## src/rtl/sgdma_pkg.sv

```systemverilog
// Shared constants and types for the scatter-gather DMA engine.
// Assumes 32-bit descriptor words and byte-granular data moves.
package sgdma_pkg;
    localparam int unsigned BYTE_W   = 8;
    localparam int unsigned FLAG_EOT = 31;
    localparam int unsigned FLAG_EOP = 30;
    localparam int unsigned FLAG_JMP = 29;
    localparam int unsigned CMD_GO   = 0;
    localparam int unsigned CMD_DIR  = 3;
    localparam logic [1:0]  SEL_CMD  = 2'd0;
    localparam logic [1:0]  SEL_STAT = 2'd1;
    localparam logic [1:0]  SEL_PTR  = 2'd2;

    typedef enum logic [3:0] {
        ST_IDLE, ST_FA, ST_FAW, ST_FC, ST_FCW,
        ST_RD, ST_RDW, ST_OUT, ST_IN, ST_WR, ST_WRW, ST_DONE
    } seq_state_t;
endpackage

```

## src/rtl/sgdma_regs.sv

```systemverilog
// Software-visible registers: command, sticky status, descriptor pointer.
// Assumes the sequencer loads the pointer only while busy; software
// writes to command and pointer are dropped while busy.
module sgdma_regs
    import sgdma_pkg::*;
#(
    parameter int unsigned ADDR_W = 32,
    parameter int unsigned DATA_W = 32
) (
    input  logic              clk,
    input  logic              rst_n,
    input  logic              reg_wr_en,
    input  logic [1:0]        reg_sel,
    input  logic [DATA_W-1:0] reg_wdata,
    output logic [DATA_W-1:0] reg_rdata,
    input  logic              busy,
    input  logic              ptr_ld,
    input  logic [ADDR_W-1:0] ptr_ld_val,
    input  logic              eop_set,
    input  logic              err_set,
    output logic              start,
    output logic              dir_q,
    output logic [ADDR_W-1:0] ptr_q,
    output logic              stat_eop,
    output logic              stat_err
);
    logic go_q;
    logic wr_cmd, wr_stat, wr_ptr;

    assign wr_cmd  = reg_wr_en && (reg_sel == SEL_CMD);
    assign wr_stat = reg_wr_en && (reg_sel == SEL_STAT);
    assign wr_ptr  = reg_wr_en && (reg_sel == SEL_PTR);
    assign start   = wr_cmd && !busy && reg_wdata[CMD_GO];

    // Command register: start and direction bits, frozen while busy.
    always_ff @(posedge clk) begin
        if (!rst_n) begin
            go_q  <= 1'b0;
            dir_q <= 1'b0;
        end else if (wr_cmd && !busy) begin
            go_q  <= reg_wdata[CMD_GO];
            dir_q <= reg_wdata[CMD_DIR];
        end
    end

    // Pointer register: software load when idle, engine update when busy.
    always_ff @(posedge clk) begin
        if (!rst_n) begin
            ptr_q <= '0;
        end else if (wr_ptr && !busy) begin
            ptr_q <= reg_wdata[ADDR_W-1:0];
        end else if (ptr_ld) begin
            ptr_q <= ptr_ld_val;
        end
    end

    // Status flags: set by the engine, cleared by writing one; set wins.
    always_ff @(posedge clk) begin
        if (!rst_n) begin
            stat_eop <= 1'b0;
            stat_err <= 1'b0;
        end else begin
            stat_eop <= eop_set | (stat_eop & ~(wr_stat & reg_wdata[0]));
            stat_err <= err_set | (stat_err & ~(wr_stat & reg_wdata[1]));
        end
    end

    // Read mux for the selected register.
    always_comb begin
        case (reg_sel)
            SEL_CMD:  reg_rdata = {{(DATA_W-4){1'b0}}, dir_q, 2'b00, go_q};
            SEL_STAT: reg_rdata = {{(DATA_W-2){1'b0}}, stat_err, stat_eop};
            SEL_PTR:  reg_rdata = DATA_W'(ptr_q);
            default:  reg_rdata = '0;
        endcase
    end
endmodule

```

## src/rtl/sgdma_bytecnt.sv

```systemverilog
// Data-phase byte address and remaining-count tracker.
// Assumes load and step never coincide; step only while bytes remain.
module sgdma_bytecnt #(
    parameter int unsigned ADDR_W = 32,
    parameter int unsigned CNT_W  = 16
) (
    input  logic              clk,
    input  logic              rst_n,
    input  logic              load,
    input  logic [ADDR_W-1:0] base,
    input  logic [CNT_W-1:0]  len,
    input  logic              step,
    output logic [ADDR_W-1:0] cur_addr,
    output logic              last
);
    logic [CNT_W-1:0] rem_q;

    // Address and remaining count, loaded per descriptor, stepped per byte.
    always_ff @(posedge clk) begin
        if (!rst_n) begin
            cur_addr <= '0;
            rem_q    <= '0;
        end else if (load) begin
            cur_addr <= base;
            rem_q    <= len;
        end else if (step) begin
            cur_addr <= cur_addr + ADDR_W'(1);
            rem_q    <= rem_q - CNT_W'(1);
        end
    end

    assign last = (rem_q == CNT_W'(1));
endmodule

```

## src/rtl/sgdma_seq.sv

```systemverilog
// Table-walk sequencer: fetches descriptor words, drives data moves in
// either direction, and raises page and error events. Assumes a memory
// port that answers each accepted request with exactly one response.
module sgdma_seq
    import sgdma_pkg::*;
#(
    parameter int unsigned ADDR_W = 32,
    parameter int unsigned DATA_W = 32,
    parameter int unsigned CNT_W  = 16
) (
    input  logic              clk,
    input  logic              rst_n,
    input  logic              start,
    input  logic              dir,
    input  logic [ADDR_W-1:0] ptr,
    output logic              ptr_ld,
    output logic [ADDR_W-1:0] ptr_ld_val,
    output logic              eop_set,
    output logic              err_set,
    output logic              busy,
    output logic              mem_req,
    output logic              mem_we,
    output logic [ADDR_W-1:0] mem_addr,
    output logic [DATA_W-1:0] mem_wdata,
    input  logic              mem_ready,
    input  logic              mem_rvalid,
    input  logic [DATA_W-1:0] mem_rdata,
    input  logic              mem_err,
    output logic              out_valid,
    output logic [BYTE_W-1:0] out_data,
    input  logic              out_ready,
    input  logic              in_valid,
    input  logic [BYTE_W-1:0] in_data,
    output logic              in_ready,
    output logic              cnt_load,
    output logic [ADDR_W-1:0] cnt_base,
    output logic [CNT_W-1:0]  cnt_len,
    output logic              cnt_step,
    input  logic [ADDR_W-1:0] cur_addr,
    input  logic              cnt_last
);
    seq_state_t        state;
    logic [ADDR_W-1:0] base_q;
    logic              eop_f, eot_f;
    logic [BYTE_W-1:0] byte_q;
    logic              waiting, resp_ok, resp_bad, jmp, zero_cnt;

    assign resp_ok  = mem_rvalid && !mem_err;
    assign resp_bad = mem_rvalid && mem_err;
    assign jmp      = mem_rdata[FLAG_JMP];
    assign zero_cnt = !jmp && (mem_rdata[CNT_W-1:0] == '0);
    assign waiting  = (state == ST_FAW) || (state == ST_FCW) ||
                      (state == ST_RDW) || (state == ST_WRW);

    // Event and counter controls decoded from state and responses.
    always_comb begin
        err_set    = (waiting && resp_bad) || (state == ST_FCW && resp_ok && zero_cnt);
        ptr_ld     = (state == ST_FCW) && resp_ok;
        ptr_ld_val = jmp ? base_q : ptr + ADDR_W'(8);
        cnt_load   = (state == ST_FCW) && resp_ok && !jmp && !zero_cnt;
        cnt_base   = base_q;
        cnt_len    = mem_rdata[CNT_W-1:0];
        cnt_step   = (state == ST_OUT && out_ready) || (state == ST_WRW && resp_ok);
        eop_set    = (state == ST_DONE) && eop_f;
        busy       = (state != ST_IDLE);
    end

    // Memory and stream port drive from the current state.
    always_comb begin
        mem_req   = (state == ST_FA) || (state == ST_FC) ||
                    (state == ST_RD) || (state == ST_WR);
        mem_we    = (state == ST_WR);
        mem_wdata = DATA_W'(byte_q);
        case (state)
            ST_FA:   mem_addr = ptr;
            ST_FC:   mem_addr = ptr + ADDR_W'(4);
            default: mem_addr = cur_addr;
        endcase
        out_valid = (state == ST_OUT);
        out_data  = byte_q;
        in_ready  = (state == ST_IN);
    end

    // Walk state machine with descriptor and byte holding registers.
    always_ff @(posedge clk) begin
        if (!rst_n) begin
            state  <= ST_IDLE;
            base_q <= '0;
            eop_f  <= 1'b0;
            eot_f  <= 1'b0;
            byte_q <= '0;
        end else begin
            case (state)
                ST_IDLE: if (start) state <= ST_FA;
                ST_FA:   if (mem_ready) state <= ST_FAW;
                ST_FAW:  if (mem_rvalid) begin
                    if (mem_err) state <= ST_IDLE;
                    else begin
                        base_q <= mem_rdata[ADDR_W-1:0];
                        state  <= ST_FC;
                    end
                end
                ST_FC:   if (mem_ready) state <= ST_FCW;
                ST_FCW:  if (mem_rvalid) begin
                    if (mem_err || zero_cnt) state <= ST_IDLE;
                    else if (jmp) state <= ST_FA;
                    else begin
                        eop_f <= mem_rdata[FLAG_EOP];
                        eot_f <= mem_rdata[FLAG_EOT];
                        state <= dir ? ST_IN : ST_RD;
                    end
                end
                ST_RD:   if (mem_ready) state <= ST_RDW;
                ST_RDW:  if (mem_rvalid) begin
                    if (mem_err) state <= ST_IDLE;
                    else begin
                        byte_q <= mem_rdata[BYTE_W-1:0];
                        state  <= ST_OUT;
                    end
                end
                ST_OUT:  if (out_ready) state <= cnt_last ? ST_DONE : ST_RD;
                ST_IN:   if (in_valid) begin
                    byte_q <= in_data;
                    state  <= ST_WR;
                end
                ST_WR:   if (mem_ready) state <= ST_WRW;
                ST_WRW:  if (mem_rvalid) state <= mem_err ? ST_IDLE : (cnt_last ? ST_DONE : ST_IN);
                ST_DONE: state <= eot_f ? ST_IDLE : ST_FA;
                default: state <= ST_IDLE;
            endcase
        end
    end
endmodule

```

## src/rtl/sgdma_engine.sv

```systemverilog
// Top of the scatter-gather DMA engine: registers, walk sequencer and
// byte counter. Assumes a single-outstanding memory port and byte streams.
module sgdma_engine
    import sgdma_pkg::*;
#(
    parameter int unsigned ADDR_W = 32,
    parameter int unsigned DATA_W = 32,
    parameter int unsigned CNT_W  = 16
) (
    input  logic              clk,
    input  logic              rst_n,
    input  logic              reg_wr_en,
    input  logic [1:0]        reg_sel,
    input  logic [DATA_W-1:0] reg_wdata,
    output logic [DATA_W-1:0] reg_rdata,
    output logic              mem_req,
    output logic              mem_we,
    output logic [ADDR_W-1:0] mem_addr,
    output logic [DATA_W-1:0] mem_wdata,
    input  logic              mem_ready,
    input  logic              mem_rvalid,
    input  logic [DATA_W-1:0] mem_rdata,
    input  logic              mem_err,
    output logic              out_valid,
    output logic [BYTE_W-1:0] out_data,
    input  logic              out_ready,
    input  logic              in_valid,
    input  logic [BYTE_W-1:0] in_data,
    output logic              in_ready
);
    logic              busy, start, dir_q, ptr_ld, eop_set, err_set;
    logic              stat_eop, stat_err;
    logic [ADDR_W-1:0] ptr_q, ptr_ld_val;
    logic              cnt_load, cnt_step, cnt_last;
    logic [ADDR_W-1:0] cnt_base, cur_addr;
    logic [CNT_W-1:0]  cnt_len;

    sgdma_regs #(.ADDR_W(ADDR_W), .DATA_W(DATA_W)) regs_i (
        .clk(clk), .rst_n(rst_n), .reg_wr_en(reg_wr_en), .reg_sel(reg_sel),
        .reg_wdata(reg_wdata), .reg_rdata(reg_rdata), .busy(busy),
        .ptr_ld(ptr_ld), .ptr_ld_val(ptr_ld_val), .eop_set(eop_set),
        .err_set(err_set), .start(start), .dir_q(dir_q), .ptr_q(ptr_q),
        .stat_eop(stat_eop), .stat_err(stat_err)
    );

    sgdma_seq #(.ADDR_W(ADDR_W), .DATA_W(DATA_W), .CNT_W(CNT_W)) seq_i (
        .clk(clk), .rst_n(rst_n), .start(start), .dir(dir_q), .ptr(ptr_q),
        .ptr_ld(ptr_ld), .ptr_ld_val(ptr_ld_val), .eop_set(eop_set),
        .err_set(err_set), .busy(busy), .mem_req(mem_req), .mem_we(mem_we),
        .mem_addr(mem_addr), .mem_wdata(mem_wdata), .mem_ready(mem_ready),
        .mem_rvalid(mem_rvalid), .mem_rdata(mem_rdata), .mem_err(mem_err),
        .out_valid(out_valid), .out_data(out_data), .out_ready(out_ready),
        .in_valid(in_valid), .in_data(in_data), .in_ready(in_ready),
        .cnt_load(cnt_load), .cnt_base(cnt_base), .cnt_len(cnt_len),
        .cnt_step(cnt_step), .cur_addr(cur_addr), .cnt_last(cnt_last)
    );

    sgdma_bytecnt #(.ADDR_W(ADDR_W), .CNT_W(CNT_W)) cnt_i (
        .clk(clk), .rst_n(rst_n), .load(cnt_load), .base(cnt_base),
        .len(cnt_len), .step(cnt_step), .cur_addr(cur_addr), .last(cnt_last)
    );
endmodule

```

## config.mk

```make
export PLATFORM = sky130hd
export DESIGN_NAME = sgdma_engine
export DESIGN_NICKNAME = d
export VERILOG_FILES = /design/src/rtl/sgdma_pkg.sv /design/src/rtl/sgdma_regs.sv /design/src/rtl/sgdma_bytecnt.sv /design/src/rtl/sgdma_seq.sv /design/src/rtl/sgdma_engine.sv
export SDC_FILE = /design/constraint.sdc
export NUM_CORES = 1
export LEC_CHECK = 0
export BUFFER_PORTS_ARGS = -buffer_cell sky130_fd_sc_hd__buf_2
export CAP_MARGIN = 15
export CORE_AREA = 2 2 115 139
export CTS_CLUSTER_SIZE = 40
export DETAILED_ROUTE_END_ITERATION = 12
export DIE_AREA = 0 0 117 141
export PLACE_DENSITY = 0.81
export SLEW_MARGIN = 10
export SYNTH_ARGS = -nofsm -noshare
export SYNTH_HDL_FRONTEND = slang
export SYNTH_SLANG_ARGS = --single-unit
```

## constraint.sdc

```tcl
create_clock -name clk -period 3 [get_ports clk]
set_input_delay 0.15 -clock clk [delete_from_list [all_inputs] [get_ports clk]]
set_output_delay 0.15 -clock clk [all_outputs]
set_load 0.01 [all_outputs]
```

==> results of run 1 <==
[registers in the layout (all words and copies together), names as in the netlist, 4 cells and up]
| register | flops |
|---|---|
| cnt_i.cur_addr | 32 |
| cnt_i.rem_q | 16 |
| regs_i.ptr_q | 32 |
| seq_i.cnt_base | 32 |
| seq_i.out_data | 8 |
| seq_i.state | 4 |
[cell usage in the layout, fill, tap and decap left out, types with 4 or more instances in the layout]
cell	count
a21oi_1	116
a211oi_1	14
o311ai_0	4
a222oi_1	5
mux2i_1	20
buf_2	165
a22o_1	9
inv_1	9
a31oi_1	8
o221ai_1	4
a221oi_1	5
ha_1	5
a32oi_1	8
clkinvlp_4	5
nor4_1	9
o21ai_0	72
nor3b_1	5
xor2_1	24
conb_1	24
nand2_1	175
or3_1	10
nor2b_1	6
and3_1	17
dlygate4sd3_1	27
nor2_1	74
xnor2_1	27
clkbuf_16	17
dfxtp_1	128
o211ai_1	11
nor3_1	29
nand4_1	21
nand2b_1	5
and2_1	36
o21a_1	4
a22oi_1	24
buf_4	36
and4_1	11
o22ai_1	19
nand3_1	38
[worst paths after layout]
kind	from	endpoint	slack [ps]	cells past startpoint
worst min-delay path	mem_rdata[11]	seq_i.cnt_base[11]$_SDFFE_PN0P_	10	3
worst max register to register	seq_i.state[3]$_SDFFE_PN0P_	cnt_i.rem_q[9]$_SDFFE_PN0P_	570	6
worst max-delay path	regs_i.ptr_q[4]$_SDFFE_PN0P_	mem_addr[11]	130	8
worst min register to register	regs_i.go_q$_SDFFE_PN0N_	regs_i.go_q$_SDFFE_PN0N_	450	2
[power by group]
| part | total, mW | internal (mW) | leakage [nW] | switching, mW |
|---|---|---|---|---|
| logic | 0.476 | 0.192 | 2.49 | 0.284 |
| clock network | 2.05 | 1.24 | 0.268 | 0.810 |
| registers | 1.81 | 1.76 | 1.05 | 0.0549 |
[tightest hold or removal path: stages]
cell and delay [ps]:
buf_2 130, nand2_1 60, a21oi_1 50
[area by class of cell]
| cell class | instances | area share, % |
|---|---|---|
| Sequential cell | 130 | 26.15 |
| Multi-Input combinational cell | 879 | 51.07 |
| Timing Repair Buffer | 229 | 13.92 |
| Clock buffer | 19 | 4.447 |
| Inverter | 12 | 0.4522 |
| Tap cell | 208 | 2.613 |
| Clock inverter | 12 | 1.344 |
[stage by stage]
step / area [sq um] / setup slack (ps) / instances
6_report: 9961 / 134.7 / 1489
5_1_grt: 9961 / 3.582 / 1489
4_1_cts: 9958 / 140.6 / 1489
3_5_place_dp: 9111 / 503.1 / 1431
3_3_place_gp: 9111 / 558.1 / 1431
2_1_floorplan: 8313 / 769.9 / 1139
[timing repair]
action | in CTS | in global routing
hold buffers | 27 | 0
endpoints found under the hold margin | 27 | 0
gates resized for setup | 0 | 2
setup endpoints to repair | 0 | 2
[logic make-up (layout without fill, tap and decap cells)]
logic type      after synthesis  after routing  synth area share (%)
compound gates              322            322                 24.18
mux                          20             20                 2.433
xor+xnor                     51             51                 5.430
flops                       130            130                 31.64
buf+inv                     130            272                 7.711
simple gates                456            456                 27.68
other cells                   1             24               0.04558
fa+ha+maj                     6              6                0.8821
[layer usage]
layer | share of wire [%] | routed length, um
met5 | 0 | 0
met4 | 6.9 | 1936
met3 | 7.6 | 2147
met2 | 48 | 13410
met1 | 38 | 10600
==> flow_summary.json, run 1 <==
{
  "p_leak_nw": 3.805,
  "yosysTopAreaCell": "dfxtp_1",
  "drv_cap": 0,
  "yosysMostFrequentCell": "nand2_1",
  "io_pins": 190,
  "worst_path_most_repeated_cell": "and3_1",
  "path_clk_slew_ps": 60,
  "multi_input_area_sq_um": 5087,
  "relSlewSlack_pct": 47.80,
  "cp_max_fo": 8,
  "ff_latch_area_sq_um": 2605,
  "total_power_mw": 4.339,
  "path_class": "register to output port",
  "critPathCaptureType": "output port",
  "fp.dieW_um": 117,
  "root_buffer": "clkbuf_16",
  "synth_edf_count": 0,
  "grt_max_degree": 47,
  "critPathSlowestCell": "dfxtp_1",
  "finalSetupTns_ps": 0,
  "die-area_sq_um": 16500,
  "min_period_ps": 2865,
  "run_status": "complete, no violations",
  "gp_congestion": 0.9865,
  "first_global_vias": 8432,
  "num_vias": 9193,
  "avgSynthCellArea_sq_um": 7.372,
  "cp.required_ps": 2850,
  "ir_drop_uv": 417.8,
  "globalRouteMet1Util_pct": 40.06,
  "worstMarginPinSlew_ps": 780.1,
  "antenna_cells": 0,
  "cts_tree": "yes",
  "synth-seq-cells": 130,
  "p_per_area_nw_per_um2": 435.6,
  "drc": 0,
  "yosysWarningCount": 0,
  "cts_buffers": 17,
  "final_util_pct": 64.99,
  "routed_wl_mm": 28.09,
  "globalRoute.totalOverflow": 0,
  "synth_common_cells": "nand2_1 (175), dfxtp_1 (130), a21oi_1 (116)",
  "setup_viol": 0,
  "fin_crit_sh_pct": 95.51,
  "core_region_area_sq_um": 15330,
  "viasPerCell": 6.174,
  "post-cts-setup-buffers": 0,
  "clock_latency_ps": 430,
  "area_growth_syn_to_layout_pct": 21.08,
  "synth_area_leaders": "dfxtp_1 (32%), nand2_1 (8.0%), a21oi_1 (7.1%)",
  "cts_max_level": 4,
  "hp-class": "input port to register",
  "path_delay_family": "simple AND/OR/NAND/NOR gates",
  "grt_use_total_pct": 33.77,
  "drive_gt1_share_pct": 19.59,
  "cts_sinks": 130,
  "crit_buf_inv": 1,
  "clockBufferDepth": 2,
  "critical_path.max_stage_delay_ps": 490,
  "cp-start-kind": "register",
  "initial_utilization_pct": 53.67,
  "n_fill_cell": 1371,
  "synthFlopType": "dfxtp_1",
  "drt_iter0_markers": 838,
  "use_met2_pct": 55.64,
  "yosysTopAreaCellShare_pct": 31.63,
  "die_height_um": 141,
  "place_hpwl_mm": 20.29,
  "rsz0062_at_grt": "false",
  "nets": 1356,
  "antenna_found_initial": 0,
  "report.final.slew_viol_count": 0,
  "syn-cell-area_sq_um": 8227,
  "grt_pass1_wl_mm": 43.30,
  "finalHoldViolCount": 0,
  "grt_use_met3_pct": 5.632,
  "drt_first_pass_iters": 6,
  "yosysSeqAreaShare_pct": 31.63,
  "synthDistinctLibCells": 71,
  "wl_per_cell_um": 18.87,
  "fin_hold_ws_ps": 12.23,
  "fin_skew_ps": 8.488,
  "clock.fmax_mhz": 349.0,
  "postRouteAntennaNets": 0,
  "syn_inst": 1116,
  "worstPathArrival_ps": 2720,
  "async_flop_share_pct": 0,
  "top_usage_layer": "met2",
  "placementRows": 50,
  "portBuffers": 165,
  "cp_cell_sequence": "ha_1, and3_1, and3_1, nand3_1, nor2_1, xnor2_1, o21ai_0, buf_2"
}
(Power assumes the default switching activity.)
==> run 2, diff against run 1 <==
Settings changed: CORE_AREA 2 2 115 139 to 2 2 107 150, DIE_AREA 0 0 117 141 to 0 0 109 152.
==> flow_summary.json, run 2 (synthesized netlist as in run 1, its figures left out) <==
{
  "dp_worst_setup_slack_ps": 511.6,
  "critPathSlowestCell": "dfxtp_1",
  "cp.required_ps": 2850,
  "placementRows": 54,
  "finalSetupTns_ps": 0,
  "root_buffer": "clkbuf_16",
  "path_class": "register to output port",
  "cts_max_level": 4,
  "worstRegToRegCells": 5,
  "cp_max_fo": 8,
  "cp-start-kind": "register",
  "place_hpwl_mm": 20.42,
  "portBuffers": 165,
  "crit_buf_inv": 1,
  "ir_drop_uv": 366.5,
  "hold_start": "mem_rdata[11]",
  "cp_num_cells": 8,
  "setup_slack_ps": 192.0,
  "clockBufferDepth": 2,
  "post-cts-setup-buffers": 0,
  "io_pins": 190,
  "reg2reg_slack_ps": 410,
  "rsz0062_at_grt": "false",
  "hold_end": "seq_i.cnt_base[11]$_SDFFE_PN0P_",
  "globalRoute.totalOverflow": 0,
  "grt_use_total_pct": 34.08,
  "r2r_end": "regs_i.ptr_q[1]$_SDFFE_PN0P_",
  "drt_iter0_markers": 931,
  "antenna_found_initial": 0,
  "hold_depth": 3,
  "antenna_cells": 0,
  "die-area_sq_um": 16570,
  "nets": 1357,
  "n_fill_cell": 1378,
  "drt_first_pass_iters": 6,
  "finalHoldViolCount": 0,
  "cp_cell_sequence": "ha_1, and3_1, and3_1, nand3_1, nor2_1, xnor2_1, o21ai_0, buf_2",
  "postRouteAntennaNets": 0,
  "path_clk_slew_ps": 60,
  "viasPerCell": 6.232,
  "clock_latency_ps": 430,
  "path_delay_family": "simple AND/OR/NAND/NOR gates",
  "report.final.slew_viol_count": 0,
  "die_height_um": 152,
  "cts_buffers": 17,
  "worst_path_most_repeated_cell": "and3_1",
  "run_status": "complete, no violations",
  "r2r-start": "seq_i.state[2]$_SDFFE_PN0P_",
  "area_growth_syn_to_layout_pct": 21.87,
  "critPathCaptureType": "output port",
  "worstMarginPinSlew_ps": 951.4,
  "num_vias": 9217,
  "hp-class": "input port to register",
  "routed_wl_mm": 28.47,
  "drv_cap": 0,
  "layout_commonest_cell": "nand2_1",
  "worstPathArrival_ps": 2660,
  "final_cell_mix": "nand2_1 (175), buf_2 (165), dfxtp_1 (128)",
  "initial_utilization_pct": 53.64,
  "drive_gt1_share_pct": 19.64,
  "p_per_area_nw_per_um2": 449.5,
  "cts_tree": "yes",
  "first_global_vias": 8428,
  "clock.fmax_mhz": 356.1,
  "p_leak_nw": 3.846,
  "fp.dieW_um": 109,
  "gp_congestion": 1.029,
  "min_period_ps": 2808,
  "grt_pass1_wl_mm": 43.78,
  "core_region_area_sq_um": 15340,
  "wl_per_cell_um": 19.25,
  "cts_sinks": 130,
  "setup_viol": 0,
  "fin_skew_ps": 8.048,
  "grt_max_degree": 61,
  "relSlewSlack_pct": 36.57,
  "critical_path.max_stage_delay_ps": 470,
  "drc": 0,
  "fin_crit_sh_pct": 93.60
}
[run 2: worst max-delay path by stage]
stage                                   end                          start
6_report                       mem_addr[11]   regs_i.ptr_q[4]$_SDFFE_PN0P_
5_1_grt                        mem_addr[22]  regs_i.ptr_q[10]$_SDFFE_PN0P_
3_3_place_gp   cnt_i.rem_q[15]$_SDFFE_PN0P_    seq_i.state[1]$_SDFFE_PN0P_
2_1_floorplan                  mem_addr[22]   regs_i.ptr_q[3]$_SDFFE_PN0P_
4_1_cts                        mem_addr[25]  regs_i.ptr_q[14]$_SDFFE_PN0P_
3_5_place_dp   regs_i.ptr_q[1]$_SDFFE_PN0P_    seq_i.state[2]$_SDFFE_PN0P_
[run 2: metal layers]
layer / share of wire (%) / global-route usage (%) / vias to the layer above
met5: 0 / 0 / -
met1: 37 / 39.41 / 4231
met3: 7.9 / 5.920 / 139
met4: 8.6 / 26.74 / 0
li1: - / - / 4285
met2: 47 / 54.39 / 562
[run 2: what timing repair did]
action | CTS | global route
hold endpoints to repair | 33 | 0
hold buffers | 30 | 0
gates resized for setup | 0 | 3
endpoints found under the setup margin | 0 | 7
[run 2: power by group]
part	internal (mW)	switching, mW
combinational	0.196	0.288
sequential	1.76	0.0532
clock	1.37	0.847
total	3.32	1.19
[run 2: final cells by class]
class / instances / area, sq um / share of cell area, %
Multi-Input combinational cell: 879 / 5092 / 50.79
Sequential cell: 130 / 2605 / 25.98
Timing Repair Buffer: 230 / 1414 / 14.10
Clock buffer: 19 / 452.9 / 4.518
Tap cell: 196 / 245.2 / 2.446
Clock inverter: 13 / 171.4 / 1.710
Inverter: 12 / 45.04 / 0.4493
[run 2: tightest hold or removal path: cells and delay by family]
kind | cells | cell delay (ps)
and+or+nand+nor | 1 | 60
buffers and inverters | 1 | 130
AOI/OAI and AO/OA | 1 | 50
[run 2: metrics by stage]
step	cell area, sq um	hold slack (ps)	utilization [%]	power (mW)	std cells
finish	10030	19.06	65.37	4.506	1479
global route	10030	15.87	65.37	4.656	1479
CTS	10020	3.433	65.32	4.516	1479
detailed placement	9094	401.1	59.29	2.287	1417
global placement	9094	396.7	59.29	2.285	1417
floorplan	8313	286.0	-	2.120	1139
==> run 3, diff against run 2 <==
Settings changed: CORE_AREA 2 2 107 150 to 2 2 143 201, DIE_AREA 0 0 109 152 to 0 0 145 203, PLACE_DENSITY 0.81 to 0.5.
Clock period 3 ns to 2.7 ns, I/O delays scaled along.
==> flow_summary.json, run 3 (synthesized netlist as in run 1, its figures left out) <==
{
  "initial_utilization_pct": 29.94,
  "die-area_sq_um": 29440,
  "clock.fmax_mhz": 368.3,
  "fp.dieW_um": 145,
  "drive_gt1_share_pct": 22.82,
  "p_leak_nw": 4.057,
  "setup_viol": 1,
  "final_cell_area_sq_um": 10660,
  "final_cell_mix": "nand2_1 (172), buf_2 (165), dfxtp_1 (125)",
  "grt_pass1_wl_mm": 49.82,
  "placed_cell_area_sq_um": 9507,
  "drc": 0,
  "path_clk_slew_ps": 60,
  "drv_cap": 0,
  "area_growth_syn_to_layout_pct": 29.60,
  "drt_first_pass_iters": 7,
  "viasPerCell": 5.334,
  "critPathCaptureType": "output port",
  "ir_drop_uv": 413.3,
  "routed_wl_mm": 32.47,
  "place_hpwl_mm": 24.03,
  "placementRows": 72,
  "cp_max_fo": 6,
  "wl_per_cell_um": 19.22,
  "finalHoldViolCount": 0,
  "stdcell_count": 1689,
  "grt_use_met3_pct": 3.483,
  "fin_crit_sh_pct": 100.6,
  "portBuffers": 165,
  "path_class": "register to output port",
  "drt_iter0_markers": 659,
  "grt_max_degree": 47,
  "globalRouteMet1Util_pct": 27.34,
  "postRouteAntennaNets": 0,
  "num_vias": 9009,
  "first_global_vias": 8579,
  "die_height_um": 203,
  "placedCellCount": 1613,
  "cts_buffers": 17,
  "gp_congestion": 0.9128,
  "root_buffer": "clkbuf_16",
  "fin_skew_ps": 8.157,
  "cts_max_level": 4,
  "run_status": "complete, but fails checks",
  "nets": 1393,
  "layout_commonest_cell": "nand2_1",
  "worstMarginPinSlew_ps": 774.9,
  "cts_sinks": 130,
  "relSlewSlack_pct": 48.27,
  "antenna_found_initial": 0,
  "globalRoute.totalOverflow": 0,
  "rsz0062_at_grt": "true",
  "violations": "negative setup slack",
  "setup_slack_ps": -15.15,
  "min_period_ps": 2715,
  "cp.required_ps": 2570,
  "reg2reg_slack_ps": 260,
  "report.final.slew_viol_count": 0,
  "use_met2_pct": 36.36,
  "cts_tree": "yes",
  "top_usage_layer": "met2",
  "dp_worst_setup_slack_ps": 235.0,
  "hp-class": "input port to register",
  "clock_latency_ps": 430,
  "io_pins": 190,
  "antenna_cells": 0,
  "final_util_pct": 38.80,
  "fin_hold_ws_ps": 5.895,
  "core_region_area_sq_um": 27480,
  "cp-start-kind": "register",
  "clockBufferDepth": 2,
  "p_per_area_nw_per_um2": 478.9,
  "grt_use_total_pct": 21.62,
  "worstPathArrival_ps": 2580
}
run 3: critical path, stage by stage (launching register included):
cell	delay [ps]
dfxtp_4	380
buf_6	110
ha_4	130
nand4_1	190
nor4_2	320
buf_4	220
nand3_4	80
or3_1	370
a31oi_1	180
buf_2	160
run 3: report_power, final:
part | total [mW] | leakage (nW) | switching (mW) | internal, mW
Clock | 2.51 | 0.298 | 0.950 | 1.56
Sequential | 2.00 | 1.05 | 0.0524 | 1.95
Combinational | 0.595 | 2.71 | 0.353 | 0.241
run 3: worst paths after layout:
path / to / from / cells after the start
worst min-delay path: seq_i.cnt_base[31]$_SDFFE_PN0P_ / mem_rdata[31] / 3
worst max register to register: cnt_i.cur_addr[31]$_SDFFE_PN0P_ / seq_i.state[2]$_SDFFE_PN0P_ / 7
worst min register to register: regs_i.go_q$_SDFFE_PN0N_ / regs_i.go_q$_SDFFE_PN0N_ / 2
worst max-delay path: mem_addr[25] / regs_i.ptr_q[3]$_SDFFE_PN0P_ / 9
run 3: cell type report:
class,count,area (sq um)
clock buffers,18,429.2
clock inverters,14,203.9
fillers,2943,16810
inverters,12,45.04
multi-input cells,879,5175
flip-flops and latches,130,2614
well taps,370,462.9
repair buffers,266,1732
run 3: repair_timing:
action,4_1_cts,5_1_grt
endpoints found under the setup margin,17,14
endpoints found under the hold margin,34,0
gates resized for setup,13,20
pin swaps,3,11
cloned,0,0
hold buffers,33,0
setup buffers,5,5
run 3: through the flow:
stage | setup TNS, ps | power, mW
floorplan | 0 | 2.355
global placement | 0 | 2.590
detailed placement | 0 | 2.589
CTS | 0 | 5.134
global route | -167.4 | 5.284
finish | -15.15 | 5.106
run 3: routing by layer:
metal	vias to the layer above	share of wire (%)	routed length, um
met5	-	0	0
li1	4363	-	-
met1	4218	43	13800
met4	0	3.7	1217
met3	66	5.6	1831
met2	362	48	15620
